`src/rtl/gpio_mode_pkg.sv`:
```
package gpio_mode_pkg;
  localparam int SEL_W = 5;

  typedef enum logic [2:0] {
    TGT_NONE,
    TGT_DIR,
    TGT_PULL,
    TGT_LVL,
    TGT_HYST,
    TGT_CMP,
    TGT_TMR
  } ctl_tgt_e;

  function automatic ctl_tgt_e decode_sel(input logic [SEL_W-1:0] sel);
    ctl_tgt_e t;
    case (sel)
      5'h0F, 5'h1F: t = TGT_DIR;
      5'h0E, 5'h1E: t = TGT_PULL;
      5'h0D, 5'h1D: t = TGT_LVL;
      5'h0C, 5'h1C: t = TGT_HYST;
      5'h18:        t = TGT_CMP;
      5'h16:        t = TGT_TMR;
      default:      t = TGT_NONE;
    endcase
    return t;
  endfunction
endpackage

```
`src/rtl/gpio_sync.sv`:
```
module gpio_sync #(
  parameter int W      = 8,
  parameter int STAGES = 2
) (
  input  logic         clk,
  input  logic         rst,
  input  logic [W-1:0] d,
  output logic [W-1:0] q
);
  logic [W-1:0] chain [STAGES];

  generate
    for (genvar s = 0; s < STAGES; s++) begin : g_stage
      always_ff @(posedge clk) begin
        if (rst) chain[s] <= '0;
        else if (s == 0) chain[s] <= d;
        else chain[s] <= chain[(s == 0) ? 0 : s-1];
      end
    end
  endgenerate

  assign q = chain[STAGES-1];
endmodule

```
`src/rtl/gpio_ctl_regs.sv`:
```
module gpio_ctl_regs
  import gpio_mode_pkg::*;
#(
  parameter int          PW        = 8,
  parameter logic [SEL_W-1:0] SEL_RST = 5'h1F
) (
  input  logic             clk,
  input  logic             rst,
  input  logic             mode_wr,
  input  logic [SEL_W-1:0] mode_wdata,
  input  logic             ctl_wr,
  input  logic [PW-1:0]    ctl_wdata,
  input  logic             cmp_bit,
  output logic [SEL_W-1:0] sel_q,
  output logic [PW-1:0]    dir_q,
  output logic [PW-1:0]    pull_q,
  output logic [PW-1:0]    lvl_q,
  output logic [PW-1:0]    hyst_q,
  output logic [PW-1:1]    cmp_q,
  output logic [PW-1:0]    tmr_q,
  output logic [PW-1:0]    xchg_q
);
  ctl_tgt_e tgt;
  assign tgt = decode_sel(sel_q);

  always_ff @(posedge clk) begin
    if (rst) begin
      sel_q  <= SEL_RST;
      dir_q  <= '1;
      pull_q <= '1;
      lvl_q  <= '1;
      hyst_q <= '1;
      cmp_q  <= '1;
      tmr_q  <= '0;
      xchg_q <= '0;
    end else begin
      if (mode_wr) sel_q <= mode_wdata;
      if (ctl_wr) begin
        unique case (tgt)
          TGT_DIR:  dir_q  <= ctl_wdata;
          TGT_PULL: pull_q <= ctl_wdata;
          TGT_LVL:  lvl_q  <= ctl_wdata;
          TGT_HYST: hyst_q <= ctl_wdata;
          TGT_TMR:  tmr_q  <= ctl_wdata;
          TGT_CMP: begin
            cmp_q  <= ctl_wdata[PW-1:1];
            xchg_q <= {cmp_q, cmp_bit};
          end
          default: ;
        endcase
      end
    end
  end
endmodule

```
`src/rtl/gpio_mode_port.sv`:
```
module gpio_mode_port
  import gpio_mode_pkg::*;
#(
  parameter int          PORT_W    = 8,
  parameter int          ADDR_W    = 8,
  parameter logic [7:0]  DATA_ADDR = 8'h06,
  parameter bit          WIDE_SEL  = 1'b1,
  parameter int          SYNC_LEN  = 2
) (
  input  logic              clk,
  input  logic              rst,
  input  logic              reg_wr,
  input  logic [ADDR_W-1:0] reg_addr,
  input  logic [PORT_W-1:0] reg_wdata,
  output logic [PORT_W-1:0] rd_data,
  input  logic              mode_wr,
  input  logic [SEL_W-1:0]  mode_wdata,
  input  logic              ctl_wr,
  input  logic [PORT_W-1:0] ctl_wdata,
  output logic [PORT_W-1:0] ctl_rdata,
  input  logic [PORT_W-1:0] pin_in,
  input  logic              cmp_in,
  output logic [PORT_W-1:0] pin_oe,
  output logic [PORT_W-1:0] pin_out,
  output logic [PORT_W-1:0] pullup_on,
  output logic [PORT_W-1:0] ttl_sel,
  output logic [PORT_W-1:0] schmitt_on,
  output logic              cmp_enable,
  output logic [PORT_W-2:0] timer_cfg
);
  localparam logic [SEL_W-1:0] SEL_RST = WIDE_SEL ? 5'h1F : 5'h0F;
  localparam int CMP_EN_BIT  = PORT_W - 1;
  localparam int CMP_RTE_BIT = PORT_W - 2;

  logic [PORT_W:0]   sync_d, sync_q;
  logic [PORT_W-1:0] pin_s;
  logic              cmp_s;
  logic [SEL_W-1:0]  sel_q;
  logic [PORT_W-1:0] dir_q, pull_q, lvl_q, hyst_q, tmr_q;
  logic [PORT_W-1:1] cmp_q;
  logic [PORT_W-1:0] data_q;
  logic              route;

  assign sync_d = {cmp_in, pin_in};
  assign pin_s  = sync_q[PORT_W-1:0];
  assign cmp_s  = sync_q[PORT_W];

  gpio_sync #(.W(PORT_W + 1), .STAGES(SYNC_LEN)) u_sync (
    .clk (clk),
    .rst (rst),
    .d   (sync_d),
    .q   (sync_q)
  );

  gpio_ctl_regs #(.PW(PORT_W), .SEL_RST(SEL_RST)) u_regs (
    .clk        (clk),
    .rst        (rst),
    .mode_wr    (mode_wr),
    .mode_wdata (mode_wdata),
    .ctl_wr     (ctl_wr),
    .ctl_wdata  (ctl_wdata),
    .cmp_bit    (cmp_s),
    .sel_q      (sel_q),
    .dir_q      (dir_q),
    .pull_q     (pull_q),
    .lvl_q      (lvl_q),
    .hyst_q     (hyst_q),
    .cmp_q      (cmp_q),
    .tmr_q      (tmr_q),
    .xchg_q     (ctl_rdata)
  );

  // Data latch and registered read path
  always_ff @(posedge clk) begin
    if (rst) begin
      data_q  <= '0;
      rd_data <= '0;
    end else begin
      if (reg_wr && reg_addr == DATA_ADDR[ADDR_W-1:0]) data_q <= reg_wdata;
      if (reg_addr == DATA_ADDR[ADDR_W-1:0])
        rd_data <= tmr_q[PORT_W-1] ? data_q : pin_s;
      else
        rd_data <= '0;
    end
  end

  // Pad-side controls: one gate level after the holding flops
  assign cmp_enable = ~cmp_q[CMP_EN_BIT];
  assign route      = ~cmp_q[CMP_EN_BIT] & ~cmp_q[CMP_RTE_BIT];
  assign pullup_on  = ~pull_q;
  assign schmitt_on = ~hyst_q;
  assign ttl_sel    = lvl_q;
  assign timer_cfg  = tmr_q[PORT_W-2:0];

  generate
    for (genvar i = 0; i < PORT_W; i++) begin : g_pad
      if (i == 0) begin : g_p0
        assign pin_oe[i]  = route | ~dir_q[i];
        assign pin_out[i] = route ? cmp_s : data_q[i];
      end else begin : g_pn
        assign pin_oe[i]  = ~dir_q[i];
        assign pin_out[i] = data_q[i];
      end
    end
  endgenerate
endmodule

```
`config.mk`:
```
export PLATFORM = sky130hd
export DESIGN_NAME = gpio_mode_port
export DESIGN_NICKNAME = d
export VERILOG_FILES = /design/src/rtl/gpio_mode_pkg.sv /design/src/rtl/gpio_sync.sv /design/src/rtl/gpio_ctl_regs.sv /design/src/rtl/gpio_mode_port.sv
export SDC_FILE = /design/constraint.sdc
export NUM_CORES = 1
export LEC_CHECK = 0
export ABC_AREA = 1
export BUFFER_PORTS_ARGS = -buffer_cell sky130_fd_sc_hd__buf_2
export CELL_PAD_IN_SITES_DETAIL_PLACEMENT = 0
export CELL_PAD_IN_SITES_GLOBAL_PLACEMENT = 1
export CORE_MARGIN = 2
export CORE_UTILIZATION = 30
export DETAILED_ROUTE_END_ITERATION = 7
export PLACE_DENSITY_LB_ADDON = 0.1
export SYNTH_ARGS = -nofsm -noshare
export SYNTH_HDL_FRONTEND = slang
export SYNTH_SLANG_ARGS = --single-unit
export TNS_END_PERCENT = 10
```
`constraint.sdc`:
```
create_clock -name clk -period 1.4 [get_ports clk]
set_input_delay 0.14 -clock clk [delete_from_list [all_inputs] [get_ports clk]]
set_output_delay 0.14 -clock clk [all_outputs]
set_load 0.01 [all_outputs]
```
-- After elaboration in Yosys (flattened, before gate mapping)
Memory sizes are Yosys's and may differ from the RTL's. A register that Yosys moved wholly into a read port is not among the register bits.
Index checks and enable logic that the tools add are counted.
- register bits after elaboration: 76
- RAM bits: 18
- ROM bits: 96
- output and inout bits: 64
- memories: 2
- eq/ne operators: 7
- muxes and demuxes: 9
- bitwise gates (word level): 17
- reductions and logical operators: 8
- memories (name ; depth ; bits a word ; read ports ; clocked after memory_dff ; wr ports ; RTL line ; RTL):
    (no name shown) ; 32 ; 3 ; 1 ; 1 ; 0 ; gpio_mode_pkg.sv:16 ; case (sel)
    u_sync.chain ; 2 ; 9 ; 2 ; 0 ; 2 ; gpio_sync.sv:10 ; logic [W-1:0] chain [STAGES];
- operator list (operator ; count):
    two-way mux 9 bit ; 2
    inverter 8 bit ; 2
    AND reduction 2 bit ; 6
    inverter 1 bit ; 11
    two-way mux 5 bit ; 2
    equality test 3 bit (second input constant) ; 3
    equality test 8 x 3 -> 1 bit (second input constant) ; 1
    two-way mux 8 bit ; 1
    equality test 3 x 2 -> 1 bit (second input constant) ; 2
    two-way mux 1 bit ; 4
    equality test 3 x 1 -> 1 bit (second input constant) ; 1
    bitwise OR 1 bit ; 3
    OR reduction 2 bit ; 1
    AND 1 bit ; 1
    logical AND 1 bit ; 1

-- Longest topological paths before layout
- depth after elaboration: 3
- mapped depth: 11
- gate-level depth less buffers: 10

-- By module
Synthesis repeated with hierarchy kept, for this count alone.
- cells, all modules: 489
- area, all modules: 3696.0 um^2
- modules (own cells, without submodules) (module ; times used ; cells an instance ; area each (um^2) ; seq. area each (um^2)):
    gpio_ctl_regs ; 1 ; 304 ; 2329.7 ; 1261.2
    gpio_mode_port ; 1 ; 129 ; 844.6 ; 320.3
    gpio_sync ; 1 ; 56 ; 521.8 ; 360.3

-- Worst setup path before layout
OpenSTA, ideal clock, no wires.
- kind: input port to flip-flop
- start: input rst
- end: register, netlist name u_regs.tgt[2]
- library setup time: 121 ps
- arrival time: 1060 ps
- setup slack: 219 ps
- cell stages on the path: 10
- path buffers: 2
- path through: buf_2 inv_2 buf_2 nand3_1 inv_1 ha_1 inv_1 nor2_1 nand2_1 nand3_1
- cells in the longest elaborated chain, start to end: 1
- ends and longest elaborated chain (element ; RTL line ; RTL):
    start, declared ; gpio_mode_port.sv:11 ; input logic rst,
    two-way mux 5 bit (no line) ; -- ;
No other way between the ends.
A chain may end at the register's enable or synchronous reset.

-- Final worst setup path
- start: register u_regs.cmp_q[7] (netlist bit)
- end: output pin_out[0]
- cells in the longest elaborated chain, start to end: 3
- ends and longest elaborated chain (element ; RTL line ; RTL):
    start, declared ; gpio_ctl_regs.sv:19 ; output logic [PW-1:1] cmp_q,
    start signal, assigned ; gpio_ctl_regs.sv:46 ; cmp_q <= ctl_wdata[PW-1:1];
    inverter 1 bit ; gpio_mode_port.sv:89 ; assign route = ~cmp_q[CMP_EN_BIT] & ~cmp_q[CMP_RTE_BIT];
    AND 1 bit ; gpio_mode_port.sv:89 ;
    two-way mux 1 bit ; gpio_mode_port.sv:99 ; assign pin_out[i] = route ? cmp_s : data_q[i];
    end, declared ; gpio_mode_port.sv:24 ; output logic [PORT_W-1:0] pin_out,
No other way between the ends.

==> impl_metrics.json <==
{
  "pwr-share-seq": 0.505,
  "clock_sinks": 97,
  "cts_inserted_buffers": 9,
  "cts.htree.levels": 3,
  "ios": 107,
  "min_path_type": "primary input to flop",
  "worst_slew_pin_slew_ns": 0.3321,
  "worstHoldStart": "pin_in[6]",
  "synthesis.nets": 514,
  "numPortBuffers": 106,
  "nets": 610,
  "crit_buf_inv": 1,
  "clkLatencyLatePin_ns": 0.34,
  "chipWidth_um": 115.2,
  "syn_area_per_cell_um2": 7.924,
  "endpoint_kind": "primary output",
  "pwr-share-comb": 0.089,
  "crit_type": "flop to primary output",
  "die-area_um2": 13270,
  "drc": 0,
  "synth_compound_area_frac": 0.09987,
  "gp_congestion": 0.7446,
  "finalPower_mw": 5.780,
  "synthCells": 468,
  "dp_hpwl_mm": 6.315,
  "postCtsSetupBuffers": 0,
  "multi_input_area_um2": 1296,
  "synthSimpleGateAreaFrac": 0.2335,
  "gr-total-overflow": 0,
  "arrival_ns": 1.21,
  "grt_max_degree": 49,
  "fin_crit_ns": 1.351,
  "grt_usage": 0.1394,
  "clk_path_buf_depth": 2,
  "yosysUniqueCellTypes": 26,
  "mostFrequentLayoutCell": "buf_2",
  "required_ns": 1.26,
  "ir_worst_vdd_mv": 0.4965,
  "worst_hold_slack_ns": 0.01118,
  "drt-total-wl_mm": 8.968,
  "grt_pass1_vias": 2837,
  "num_rows": 40,
  "rsz0062_at_grt": "yes",
  "cp_cell_sequence": "nor2_4 > mux2_4 > buf_6",
  "layout.area.seq_um2": 1946,
  "mostFrequentLayoutCells": "buf_2 (105), nand2_1 (95), dfxtp_1 (94), inv_1 (66), nor2_1 (65)",
  "drtPass1Iterations": 4,
  "start_util": 0.3075,
  "worstPathMaxFanout": 3,
  "design.core.area_um2": 12060,
  "antenna_found_initial": 1,
  "layout-drive-gt1-share": 0.2570,
  "synth_xor_area_frac": 0,
  "power_density_nw_per_um2": 1244,
  "area_delta_synth_final_pct": 25.27,
  "muxShareOfSynthArea": 0.003036,
  "die_y_um": 115.2,
  "synth.cell_area_um2": 3709,
  "pwr-share-clk": 0.407,
  "synth_seq_cells": 97,
  "synthAdderAreaFrac": 0.01012,
  "total_leakage_power_nw": 2.394,
  "yosysTopAreaCell": "dfxtp_1",
  "grt_pass1_wl_mm": 14.34,
  "netlist.area_leader.share": 0.5236,
  "synth_top_family_by_area": "simple AND/OR/NAND/NOR gates",
  "maxSlewHeadroom": 0.7781,
  "dr_total_vias": 3050,
  "n_fill_cell": 1296,
  "clock.fmax_mhz": 740.0,
  "worst_path_largest_cell_delay_ns": 0.34,
  "avgViaCountPerCell": 4.138,
  "r2r-start": "u_regs.tgt[1]$_DFF_P_",
  "post-route-cell-area_um2": 4646,
  "switching_share": 0.2392,
  "r2r_slack_ns": 0.16,
  "cts_root_buffer": "clkbuf_16",
  "finalSetupViolCount": 0,
  "drt-initial-drc-count": 128,
  "run_status": "finished, final reports clean",
  "report.final.slew_viol_count": 0,
  "rr_endpoint": "u_regs.xchg_q[4]$_SDFFE_PP0P_",
  "maxCapViolCount": 0,
  "path_clk_slew_ns": 0.06,
  "final.period_utilization": 0.9652,
  "cpLargestDelayFamily": "flip-flops",
  "ys_warn_count": 0,
  "fin_skew_ns": 0.007042,
  "place_area_um2": 4310,
  "hold_violations": 0,
  "internal-power_mw": 4.398,
  "p_sw_mw": 1.383,
  "crit_slowest_cell": "dfxtp_2",
  "rr_worst_depth": 6,
  "start_kind": "flop",
  "wire_per_inst_um": 12.17,
  "synth_area_leaders": "dfxtp_1 (52%), nand2_1 (9.6%), inv_1 (6.7%), nor2_1 (6.7%), o211ai_1 (4.9%)",
  "hold_path_end": "u_sync.chain[0][6]$_SDFF_PP0_",
  "cts_tree": "done",
  "antenna_left": 0,
  "seq_area_frac_synth": 0.5236,
  "min_path_cells": 3
}
## layout make-up
cell class | count | area share
Antenna cell | 1 | 0.0005386
Clock buffer | 12 | 0.05737
Clock inverter | 3 | 0.003232
Inverter | 70 | 0.05656
Multi-Input combinational cell | 268 | 0.2790
Sequential cell | 97 | 0.4188
Tap cell | 168 | 0.04525
Timing Repair Buffer | 118 | 0.1392
## tightest hold or removal path: cells and delay by family
kind,cells,cell delay (ns)
buffers and inverters,2,0.10
and+or+nand+nor,1,0.07
## routing by layer
metal,part of all wire,track usage,vias to the layer above
met2,0.44,0.2106,69
met3,0.052,0.03479,11
met1,0.49,0.1900,1339
met5,0,0,-
met4,0.017,0.05783,0
li1,-,-,1631
## sequential cells by signal (all words and copies together) (netlist names)
signal         flops
u_regs.tmr_q       8
u_regs.xchg_q      8
u_regs.sel_q       5
u_regs.tgt         3
u_regs.hyst_q      8
rd_data            8
u_regs.pull_q      8
u_regs.dir_q       8
u_regs.cmp_q       7
u_sync.chain      18
data_q             8
u_regs.lvl_q       8
## kinds of logic after synthesis
kind of cell,count (synthesis)
compound gates,62
fa+ha+maj,3
buf+inv,103
flops,97
mux,1
simple gates,202
## what timing repair did
| action | CTS | global route |
|---|---|---|
| resized for setup | 5 | 2 |
| hold buffers | 3 | 0 |
| endpoints found under the hold margin | 3 | 0 |
| pin swaps | 1 | 0 |
| endpoints found under the setup margin | 1 | 3 |
## how the worst max path moves through the flow
stage	start	end	slack (ns)	depth (start not counted)
2_1_floorplan	rst	u_regs.tgt[2]$_DFF_P_	0.22	10
3_5_place_dp	mode_wr	u_regs.tgt[1]$_DFF_P_	0.09	11
6_report	u_regs.cmp_q[7]$_SDFFE_PP1P_	pin_out[0]	0.05	3
3_3_place_gp	mode_wr	u_regs.tgt[1]$_DFF_P_	0.13	11
5_1_grt	u_regs.cmp_q[7]$_SDFFE_PP1P_	pin_out[0]	-0.003	3
4_1_cts	u_regs.cmp_q[7]$_SDFFE_PP1P_	pin_out[0]	0.009	3
## power groups by stage
stage          clock, mW  combinational (mW)  sequential, mW
4_1_cts             2.43               0.524            2.92
2_1_floorplan          0               0.307            2.98
5_1_grt             2.55               0.582            2.93
3_5_place_dp           0               0.515            2.98
3_3_place_gp           0               0.512            2.98
6_report            2.35               0.512            2.92
## synthesized netlist by cell type
cell type and instances:
dfxtp_1 97, nand2_1 95, inv_1 66, nor2_1 66, nand3_1 30, o211ai_1 24
o21ai_0 20, a21oi_1 18, buf_4 15, buf_2 10, clkbuf_1 3, ha_1 3
inv_2 3, buf_1 2, buf_6 2, nand4_1 2, nor2_2 2, nor2_4 2
and2_1 1, buf_8 1, clkinv_1 1, mux2_2 1, nand2_4 1, nand3_2 1
nor2_8 1, nor3_4 1
## metrics by stage
step                      worst slack, ns  std cells  utilization  setup TNS (ns)
after floorplan                    0.2185        468            -               0
after global placement             0.1338        718       0.3574               0
after detailed placement          0.09437        718       0.3574               0
after CTS                        0.009008        736       0.3844               0
after global routing            -0.003288        736       0.3850       -0.003288
final                             0.04874        737       0.3852               0
(Power assumes the default switching activity.)
